$ cat src/rtl/irq_router_pkg.sv
package irq_router_pkg;

  typedef enum logic [1:0] {
    SZ_BYTE  = 2'd0,
    SZ_HALF  = 2'd1,
    SZ_WORD  = 2'd2,
    SZ_DWORD = 2'd3
  } acc_size_e;

  typedef enum logic [1:0] {
    SEL_NONE = 2'd0,
    SEL_MASK = 2'd1,
    SEL_PEND = 2'd2,
    SEL_RAW  = 2'd3
  } reg_sel_e;

  localparam int STRIDE_BITS = 6;

endpackage

$ cat src/rtl/irq_access_decode.sv
module irq_access_decode
  import irq_router_pkg::*;
#(
  parameter int MAX_CPUS = 4,
  parameter int ADDR_W   = 12,
  localparam int CPU_W   = (MAX_CPUS > 1) ? $clog2(MAX_CPUS) : 1,
  localparam int IDX_W   = ADDR_W - STRIDE_BITS
) (
  input  logic                req_valid,
  input  logic                req_write,
  input  logic [ADDR_W-1:0]   req_addr,
  input  logic [1:0]          req_size,
  output logic [MAX_CPUS-1:0] mask_we,
  output reg_sel_e            sel_kind,
  output logic [CPU_W-1:0]    sel_cpu,
  output logic                acc_err
);

  localparam logic [IDX_W-1:0] MASK_END = IDX_W'(MAX_CPUS);
  localparam logic [IDX_W-1:0] PEND_END = IDX_W'(2 * MAX_CPUS);
  localparam logic [IDX_W-1:0] RAW_IDX  = IDX_W'(2 * MAX_CPUS);

  logic [IDX_W-1:0]       idx;
  logic [STRIDE_BITS-1:0] sub;
  logic                   bad_shape;

  assign idx       = req_addr[ADDR_W-1:STRIDE_BITS];
  assign sub       = req_addr[STRIDE_BITS-1:0];
  assign bad_shape = (acc_size_e'(req_size) != SZ_DWORD) || (sub != '0);

  always_comb begin
    mask_we  = '0;
    sel_kind = SEL_NONE;
    sel_cpu  = '0;
    acc_err  = 1'b0;
    if (req_valid) begin
      if (bad_shape) begin
        acc_err = 1'b1;
      end else if (idx < MASK_END) begin
        sel_kind = SEL_MASK;
        sel_cpu  = CPU_W'(idx);
        if (req_write) begin
          mask_we = MAX_CPUS'(1) << CPU_W'(idx);
        end
      end else if (idx < PEND_END) begin
        sel_kind = SEL_PEND;
        sel_cpu  = CPU_W'(idx - MASK_END);
        acc_err  = req_write;
      end else if (idx == RAW_IDX) begin
        sel_kind = SEL_RAW;
        acc_err  = req_write;
      end else begin
        acc_err = 1'b1;
      end
    end
  end

endmodule

$ cat src/rtl/irq_raw_bank.sv
module irq_raw_bank #(
  parameter int NUM_LINES = 64,
  localparam int LINE_W   = (NUM_LINES > 1) ? $clog2(NUM_LINES) : 1
) (
  input  logic                 clk,
  input  logic                 rst_n,
  input  logic                 post_valid,
  input  logic [LINE_W-1:0]    post_line,
  input  logic                 clr_valid,
  input  logic [LINE_W-1:0]    clr_line,
  output logic [NUM_LINES-1:0] raw_q
);

  logic [NUM_LINES-1:0] set_vec;
  logic [NUM_LINES-1:0] clr_vec;
  logic [NUM_LINES-1:0] raw_d;
  logic                 raw_en;

  always_comb begin
    set_vec = post_valid ? (NUM_LINES'(1) << post_line) : '0;
    clr_vec = clr_valid  ? (NUM_LINES'(1) << clr_line)  : '0;
    // clear is applied after set, so it wins on a shared line
    raw_d   = (raw_q | set_vec) & ~clr_vec;
    raw_en  = post_valid | clr_valid;
  end

  always_ff @(posedge clk or negedge rst_n) begin
    if (!rst_n) begin
      raw_q <= '0;
    end else if (raw_en) begin
      raw_q <= raw_d;
    end
  end

endmodule

$ cat src/rtl/irq_cpu_slice.sv
module irq_cpu_slice #(
  parameter int NUM_LINES = 64,
  parameter bit ENABLED   = 1'b1
) (
  input  logic                 clk,
  input  logic                 rst_n,
  input  logic                 mask_we,
  input  logic [NUM_LINES-1:0] mask_wdata,
  input  logic [NUM_LINES-1:0] raw_vec,
  output logic [NUM_LINES-1:0] mask_q,
  output logic [NUM_LINES-1:0] pend,
  output logic                 irq_q
);

  logic                 mask_en;
  logic [NUM_LINES-1:0] mask_d;
  logic                 irq_d;

  always_comb begin
    mask_en = mask_we & ENABLED;
    mask_d  = mask_wdata;
    pend    = mask_q & raw_vec;
    irq_d   = |pend;
  end

  always_ff @(posedge clk or negedge rst_n) begin
    if (!rst_n) begin
      mask_q <= '0;
    end else if (mask_en) begin
      mask_q <= mask_d;
    end
  end

  always_ff @(posedge clk or negedge rst_n) begin
    if (!rst_n) begin
      irq_q <= 1'b0;
    end else begin
      irq_q <= irq_d;
    end
  end

endmodule

$ cat src/rtl/irq_router.sv
module irq_router
  import irq_router_pkg::*;
#(
  parameter int MAX_CPUS    = 4,
  parameter int ACTIVE_CPUS = 4,
  parameter int NUM_LINES   = 64,
  parameter int DATA_W      = 64,
  parameter int ADDR_W      = 12,
  localparam int LINE_W     = (NUM_LINES > 1) ? $clog2(NUM_LINES) : 1,
  localparam int CPU_W      = (MAX_CPUS > 1) ? $clog2(MAX_CPUS) : 1
) (
  input  logic                clk,
  input  logic                rst_n,
  input  logic                req_valid,
  input  logic                req_write,
  input  logic [ADDR_W-1:0]   req_addr,
  input  logic [1:0]          req_size,
  input  logic [DATA_W-1:0]   req_wdata,
  output logic                rsp_valid,
  output logic                rsp_err,
  output logic [DATA_W-1:0]   rsp_rdata,
  input  logic                post_valid,
  input  logic [LINE_W-1:0]   post_line,
  input  logic                clr_valid,
  input  logic [LINE_W-1:0]   clr_line,
  output logic [MAX_CPUS-1:0] cpu_irq
);

  logic                                rst_meta_q;
  logic                                rst_sync_n;
  logic [MAX_CPUS-1:0]                 mask_we;
  reg_sel_e                            sel_kind;
  logic [CPU_W-1:0]                    sel_cpu;
  logic                                acc_err;
  logic [NUM_LINES-1:0]                raw_vec;
  logic [MAX_CPUS-1:0][NUM_LINES-1:0]  mask_vec;
  logic [MAX_CPUS-1:0][NUM_LINES-1:0]  pend_vec;
  logic [NUM_LINES-1:0]                rd_word;
  logic [DATA_W-1:0]                   rdata_d;
  logic                                rvalid_d;
  logic                                rerr_d;

  // asynchronous assert, synchronous release
  always_ff @(posedge clk or negedge rst_n) begin
    if (!rst_n) begin
      rst_meta_q <= 1'b0;
      rst_sync_n <= 1'b0;
    end else begin
      rst_meta_q <= 1'b1;
      rst_sync_n <= rst_meta_q;
    end
  end

  irq_access_decode #(
    .MAX_CPUS (MAX_CPUS),
    .ADDR_W   (ADDR_W)
  ) u_decode (
    .req_valid (req_valid),
    .req_write (req_write),
    .req_addr  (req_addr),
    .req_size  (req_size),
    .mask_we   (mask_we),
    .sel_kind  (sel_kind),
    .sel_cpu   (sel_cpu),
    .acc_err   (acc_err)
  );

  irq_raw_bank #(
    .NUM_LINES (NUM_LINES)
  ) u_raw (
    .clk        (clk),
    .rst_n      (rst_sync_n),
    .post_valid (post_valid),
    .post_line  (post_line),
    .clr_valid  (clr_valid),
    .clr_line   (clr_line),
    .raw_q      (raw_vec)
  );

  for (genvar c = 0; c < MAX_CPUS; c++) begin : g_cpu
    irq_cpu_slice #(
      .NUM_LINES (NUM_LINES),
      .ENABLED   (c < ACTIVE_CPUS)
    ) u_slice (
      .clk        (clk),
      .rst_n      (rst_sync_n),
      .mask_we    (mask_we[c]),
      .mask_wdata (req_wdata[NUM_LINES-1:0]),
      .raw_vec    (raw_vec),
      .mask_q     (mask_vec[c]),
      .pend       (pend_vec[c]),
      .irq_q      (cpu_irq[c])
    );
  end

  always_comb begin
    case (sel_kind)
      SEL_MASK: rd_word = mask_vec[sel_cpu];
      SEL_PEND: rd_word = pend_vec[sel_cpu];
      SEL_RAW:  rd_word = raw_vec;
      default:  rd_word = '0;
    endcase
    rvalid_d = req_valid;
    rerr_d   = req_valid & acc_err;
    rdata_d  = (req_valid && !req_write && !acc_err) ? DATA_W'(rd_word) : '0;
  end

  always_ff @(posedge clk or negedge rst_sync_n) begin
    if (!rst_sync_n) begin
      rsp_valid <= 1'b0;
      rsp_err   <= 1'b0;
      rsp_rdata <= '0;
    end else begin
      rsp_valid <= rvalid_d;
      rsp_err   <= rerr_d;
      rsp_rdata <= rdata_d;
    end
  end

endmodule

$ cat config.mk
export PLATFORM = sky130hd
export DESIGN_NAME = irq_router
export DESIGN_NICKNAME = d
export VERILOG_FILES = /design/src/rtl/irq_router_pkg.sv /design/src/rtl/irq_access_decode.sv /design/src/rtl/irq_raw_bank.sv /design/src/rtl/irq_cpu_slice.sv /design/src/rtl/irq_router.sv
export SDC_FILE = /design/constraint.sdc
export NUM_CORES = 1
export LEC_CHECK = 0
export BUFFER_PORTS_ARGS = -buffer_cell sky130_fd_sc_hd__buf_4
export CAP_MARGIN = 30
export CORE_ASPECT_RATIO = 0.7
export CORE_MARGIN = 5
export CORE_UTILIZATION = 30
export CTS_CLUSTER_DIAMETER = 150
export CTS_CLUSTER_SIZE = 12
export DETAILED_ROUTE_END_ITERATION = 10
export HOLD_SLACK_MARGIN = 0.12
export SKIP_LAST_GASP = 1
export SLEW_MARGIN = 30
export SYNTH_ARGS = -nofsm -noshare
export SYNTH_HDL_FRONTEND = slang
export SYNTH_HIERARCHICAL = 1
export SYNTH_SLANG_ARGS = --single-unit
$ cat constraint.sdc
create_clock -name clk -period 30.9 [get_ports clk]
set_clock_uncertainty 0.15 [all_clocks]
set_input_delay 3.09 -clock clk [delete_from_list [all_inputs] [get_ports clk]]
set_output_delay 3.09 -clock clk [all_outputs]
set_load 0.02 [all_outputs]
### Word-level counts from Yosys, hierarchy flattened

Index checks and enable logic that the tools add are counted.

* word-level logic and storage cells: 71
* output and inout port bits: 70
* input bits: 96
* flip-flop bits (word level): 392

* multiplexer cells: 26
* add/sub/neg operators: 1
* bitwise logic cells: 9
* eq/ne operators: 5
* reduce and logical (&&, ||, !) cells: 10
* shift operators: 3
* $lt $le $gt $ge: 3

Operator list (number)
* 64-bit bitwise AND: 5
* 64-bit two-way mux: 5
* 64-bit binary-select mux with 2-bit select: 2
* 64-bit OR reduction: 4
* 64-bit case mux with 3 select lines: 1
* 1-bit by 6-bit left shift with 64-bit output (first input constant): 2
* 64-bit NOT: 1
* 64-bit bitwise OR: 1
* 2-bit two-way mux: 9
* 4-bit two-way mux: 4
* 6-bit by 4-bit == test with 1-bit output (second input constant): 1
* 6-bit by 3-bit less-than comparator with 1-bit output (second input constant): 1
* 6-bit by 4-bit less-than comparator with 1-bit output (second input constant): 1
* 6-bit nonzero test: 1
* 1-bit two-way mux: 5
* 2-bit == test (second input constant): 2
* 1-bit by 2-bit left shift with 4-bit output (first input constant): 1
* 2-bit by 3-bit less-than comparator with 1-bit output (second input constant): 1
* 2-bit by 1-bit == test with 1-bit output (second input constant): 1
* 1-bit logical AND: 2
* 1-bit logical NOT: 2
* 2-bit inequality test (second input constant): 1
* 2-bit by 1-bit subtractor with 2-bit output (second input constant): 1
* 1-bit bitwise AND: 1
* 2 further kinds: 2

### Depth between registers and ports, before layout

* word-level depth: 9
* mapped depth: 8
* gate-level depth less buffers: 6

### Modules after synthesis

The synthesis kept the hierarchy.

Modules (own cells, without submodules)
* irq_cpu_slice: cells each 227, instances 4, sequential area each 1626.6 µm², area an instance 2982.9 µm²
* irq_router: cells each 586, instances 1, sequential area each 1701.6 µm², area an instance 6337.3 µm²
* irq_raw_bank: cells each 263, instances 1, sequential area each 1601.5 µm², area an instance 2757.6 µm²
* irq_access_decode: cells each 24, instances 1, sequential area each 0.0 µm², area an instance 192.7 µm²

### Worst setup path before layout

Ideal clock, no wire load.

* path kind: input to register
* from: input req_addr[3]
* to: register rsp_rdata[1]
* buffers on the path: 2
* library setup time: 150 ps
* cell stages on the path: 8
* required time: 30600 ps
* slack: 25657 ps
* arrival time: 4943 ps
* cells stage by stage: nor4_4 nand3_2 nor4_1 buf_4 buf_6 mux4_2 nand2_1 a31oi_1

* word-level cells in the longest chain between the ends: 8
* elaborated cells on any way between the ends: 19
* those cells by class: eq/ne: 3; mux: 12; reduce/logical: 4

RTL lines
* start, declared: line irq_router.sv:16 `input logic [ADDR_W-1:0] req_addr,`
* 6-bit nonzero test (*): line irq_access_decode.sv:29 `assign bad_shape = (acc_size_e'(req_size) != SZ_DWORD) || (sub != '0);`
* 1-bit logical OR (*): line irq_access_decode.sv:29
* 2-bit two-way mux (*): line irq_access_decode.sv:37 `if (bad_shape) begin`
* 2-bit two-way mux (*): line irq_access_decode.sv:36 `if (req_valid) begin`
* named net sel_cpu[0]: line irq_router.sv:33 `logic [CPU_W-1:0] sel_cpu;`
* 64-bit binary-select mux with 2-bit select (on tied branches): line irq_router.sv:99, irq_router.sv:98
* 64-bit two-way mux (on tied branches): line irq_router.sv:99, irq_router.sv:98
* 64-bit case mux with 3 select lines (*): line irq_router.sv:97 `case (sel_kind)`
* 64-bit two-way mux (*): line irq_router.sv:105 `rdata_d = (req_valid && !req_write && !acc_err) ? DATA_W'(rd_word) : '0;`
* named net rdata_d[1]: line irq_router.sv:39 `logic [DATA_W-1:0] rdata_d;`
* end signal, assigned: line irq_router.sv:116 `rsp_rdata <= rdata_d;`
* end, declared: line irq_router.sv:21 `output logic [DATA_W-1:0] rsp_rdata,`

Mark *: on every way through the listed nets, which the timed path passes. The rest lies on a longest branch. The select of a mux whose other input is x is not followed.
A chain may end at the register's enable or synchronous reset.

### Worst setup path in the final report

* from: input req_addr[3]
* to: register rsp_rdata[18]

The elaborated chain is that of the path after synthesis.

==> reports/qor.txt <==
======================================================================================
Gate count after technology mapping                                               1781
First-pass GRT wire length                                                      107 mm
CTS tree                                                                           yes
Fill count                                                                        6863
Total number of vias                                                             16000
Via count of the first global-routing pass                                       16000
Num rows                                                                            81
H-tree lvl count                                                                     2
Most common cell after layout, fill and taps aside                        sky130_fd_sc_hd__dfrtp_1
Final count of hold timing violations                                                0
Average detailed-routed wire length per instance                               25.6 um
Post-Route Setup TNS                                                              0 ns
Most prevalent standard cell on the critical path                         sky130_fd_sc_hd__buf_4
DIE WIDTH                                                                       328 um
Final net count                                                                   2000
Worst setup path class                                                    input pin to register
# DRC                                                                                0
Final instance count without filler cells                                         2824
Number of buffers on the longest clock path                                          3
Top-area cell type share of the netlist area                                     0.462
Headroom to the max-slew limit                                                   0.288
I/O pin count                                                                      166
Cell type with the highest aggregate area in the netlist                  sky130_fd_sc_hd__dfrtp_1
Share of cells above drive strength 1                                            0.386
Max-slew violation count                                                             0
Routability cong.                                                                0.940
Nets in the synthesized netlist                                                   1877
Number of storage elements in the synthesis netlist                                392
Global-route track usage on met2                                                 0.265
Clock root buffer master                                                  sky130_fd_sc_hd__clkbuf_16
Reg-to-reg slack, setup                                                       27.92 ns
Area of the core                                                           69900 sq um
Post-synth ARST share                                                             1.00
GR Util All Layers                                                               0.185
Clock Pin Slew Worst Setup and Hold Paths                                      0.06 ns
Min Tclk post-route                                                            6.03 ns
Initial core utilization                                                         0.303
Element type at the critical path end                                         register
Sum of routed wire length over all layers                                      72.4 mm
Clock buffers created by TritonCTS                                                  38
Met1 layer usage reported by global route                                        0.259
Synthesis Warnings                                                                   6
Total die area                                                             76200 sq um
Largest net degree at the start of global routing                                  174
Number of antenna violations at the first check in global routing                   21
Mapped cell area                                                           21200 sq um
Count of routing violations after the opening detailed-route iteration            1679
Overflow after GRT                                                                   0
Number of max-cap violations                                                         0
Power density cells                                                       43.3 nW/um^2
Static leakage                                                               0.0110 uW
Post-synth EDFFs                                                                     0
Layer with the highest usage after global routing                                 met2
CP max-delay cell                                                         sky130_fd_sc_hd__buf_6
Highest fanout seen on the critical path                                            64
Number of gates resized after cts                                                    0
Count of clock tree sinks                                                          392
Vias per Instance                                                                 5.67
Insertion delay to the later sink of the worst-skew pair                       0.54 ns
Port bufs                                                                          165
Number of setup violations in the final report                                       0
Arrival time reported for the critical path endpoint                           6.27 ns
Part of the Yosys area used for sequential elements                              0.462
Kind of start point of the critical path                                     input pin
Data required time of the critical path                                       31.14 ns
Met3 Resource Use GR                                                            0.0812
Worst vdd rail ir drop                                                     0.0000300 V
Transition time of the tightest slew-check pin                                 1.06 ns
Worst Slack Setup Final                                                       24.87 ns
Cell-by-cell trace of the critical path                                   buf_4, nor4_4, nand3_2, nor4_2, buf_6, buf_4, buf_16, mux4_2, nand2_1, a31oi_1
Instance count after placement with tap cells included                            2773
Hold Crit Class                                                           register to async pin
Commonest cells after routing, fill and taps aside                        sky130_fd_sc_hd__dfrtp_1, sky130_fd_sc_hd__mux2_2, sky130_fd_sc_hd__and2_1
Highest Clock Rate                                                             166 MHz
First-pass iteration count of the detailed router                                    5
Number of hold-repair buffers added at the cts stage                                 0
Final period utilization                                                         0.195
Half-perimeter wire length of the detailed placement result                    50.0 mm
Longest individual stage delay on the worst path                               0.59 ns
Top flip-flop cell by instance count after synthesis                      sky130_fd_sc_hd__dfrtp_1
Synth Area per Inst                                                         11.9 sq um
Post-CTS setup buffer count                                                          0
RSZ-0062 raised after global routing                                             false
Worst slack, placed                                                           23.98 ns
Status                                                                       completed
Layout overhead on the synthesized area                                          15.5%
Number of distinct standard cells referenced by the synthesized netlist             47
Main area contributors after synthesis                                    sky130_fd_sc_hd__dfrtp_1, sky130_fd_sc_hd__mux2_2, sky130_fd_sc_hd__and2_1, sky130_fd_sc_hd__mux4_2, sky130_fd_sc_hd__a22oi_1
Routed Antenna Nets                                                                  0
Die boundary height                                                             233 um
======================================================================================
-- per-stage QoR --
stage / hold WS (ns) / util / power [uW] / area, sq um
3_5_place_dp: 0.190 / 0.333 / 630 / 23300
6_report: 0.0970 / 0.351 / 1060 / 24500
3_3_place_gp: 0.188 / 0.332 / 626 / 23200
4_1_cts: 0.206 / 0.348 / 1070 / 24400
5_1_grt: 0.139 / 0.351 / 1100 / 24500
2_1_floorplan: 0.181 / - / 589 / 21200
-- sequential cells by signal, indices dropped and copies added (netlist names) --
register              flops
rsp_rdata                64
rsp_valid                 1
rst_meta_q                1
u_raw/raw_q              64
g_cpu.u_slice/irq_q       4
rsp_err                   1
rst_sync_n                1
g_cpu.u_slice/mask_q    256
-- report_power, final --
group | switching (uW) | internal (uW) | total [uW]
registers | 38.1 | 530 | 568
clock network | 197 | 241 | 438
logic | 34.4 | 22.1 | 56.5
-- layer usage --
| metal | up-vias | share of wire |
|---|---|---|
| li1 | 6853 | - |
| met1 | 8283 | 0.43 |
| met2 | 743 | 0.42 |
| met3 | 111 | 0.13 |
| met4 | 28 | 0.019 |
| met5 | - | 0.0024 |
-- synthesized netlist by cell type (2+ instances only) --
library cell,count
sky130_fd_sc_hd__dfrtp_1,392
sky130_fd_sc_hd__mux2_2,384
sky130_fd_sc_hd__and2_1,245
sky130_fd_sc_hd__nand2_1,135
sky130_fd_sc_hd__a21oi_1,96
sky130_fd_sc_hd__a22oi_1,96
sky130_fd_sc_hd__a31oi_1,96
sky130_fd_sc_hd__buf_2,69
sky130_fd_sc_hd__mux4_2,64
sky130_fd_sc_hd__or4_1,48
sky130_fd_sc_hd__clkbuf_1,18
sky130_fd_sc_hd__nor2_1,17
sky130_fd_sc_hd__and2_4,16
sky130_fd_sc_hd__nor4_1,15
sky130_fd_sc_hd__nand4_1,12
sky130_fd_sc_hd__nor3_1,9
sky130_fd_sc_hd__buf_4,8
sky130_fd_sc_hd__buf_6,7
sky130_fd_sc_hd__buf_1,6
sky130_fd_sc_hd__nor2b_1,6
sky130_fd_sc_hd__nand2b_1,5
sky130_fd_sc_hd__and4b_1,3
sky130_fd_sc_hd__and4bb_2,3
sky130_fd_sc_hd__nor3b_2,3
sky130_fd_sc_hd__nor4_2,3
sky130_fd_sc_hd__and3_2,2
sky130_fd_sc_hd__and3b_1,2
sky130_fd_sc_hd__nor2_2,2
-- critical path, delay by kind of cell --
kind / cells / cell delay [ns]
muxes: 1 / 0.53
AOI/OAI and AO/OA: 1 / 0.10
and+or+nand+nor: 4 / 0.90
buffers and inverters: 4 / 1.55
-- final timing paths --
path | start | end | cells past startpoint
max in group asynchronous | rst_n | rst_sync_n$_DFF_PN0_ | 1
hold / removal | rst_sync_n$_DFF_PN0_ | g_cpu[1].u_slice/mask_q[30]$_DFFE_PN0P_ | 0
hold reg to reg | rst_sync_n$_DFF_PN0_ | g_cpu[1].u_slice/mask_q[30]$_DFFE_PN0P_ | 0
min in group clk | rst_meta_q$_DFF_PN0_ | rst_sync_n$_DFF_PN0_ | 0
setup / recovery | req_addr[3] | rsp_rdata[18]$_DFF_PN0_ | 10
setup reg to reg | u_raw/raw_q[30]$_DFFE_PN0P_ | g_cpu[1].u_slice/irq_q$_DFF_PN0_ | 4
-- logic make-up after synthesis --
group	after synthesis	synth area share
DFF	392	0.462
AOI/OAI and AO/OA	292	0.0863
muxes	448	0.272
and+or+nand+nor	538	0.151
buffers and inverters	110	0.0282
other	1	0.000177
-- final cells by class --
class,instances,area [sq um],area share
well taps,913,1140,0.0466
clock buffers,41,1030,0.0418
flip-flops and latches,392,9810,0.400
multi-input cells,1279,10900,0.445
clock inverters,1,30.0,0.00122
repair buffers,193,1590,0.0650
diodes,5,12.5,0.000510
Note: power is estimated with default switching activity, not from simulation.
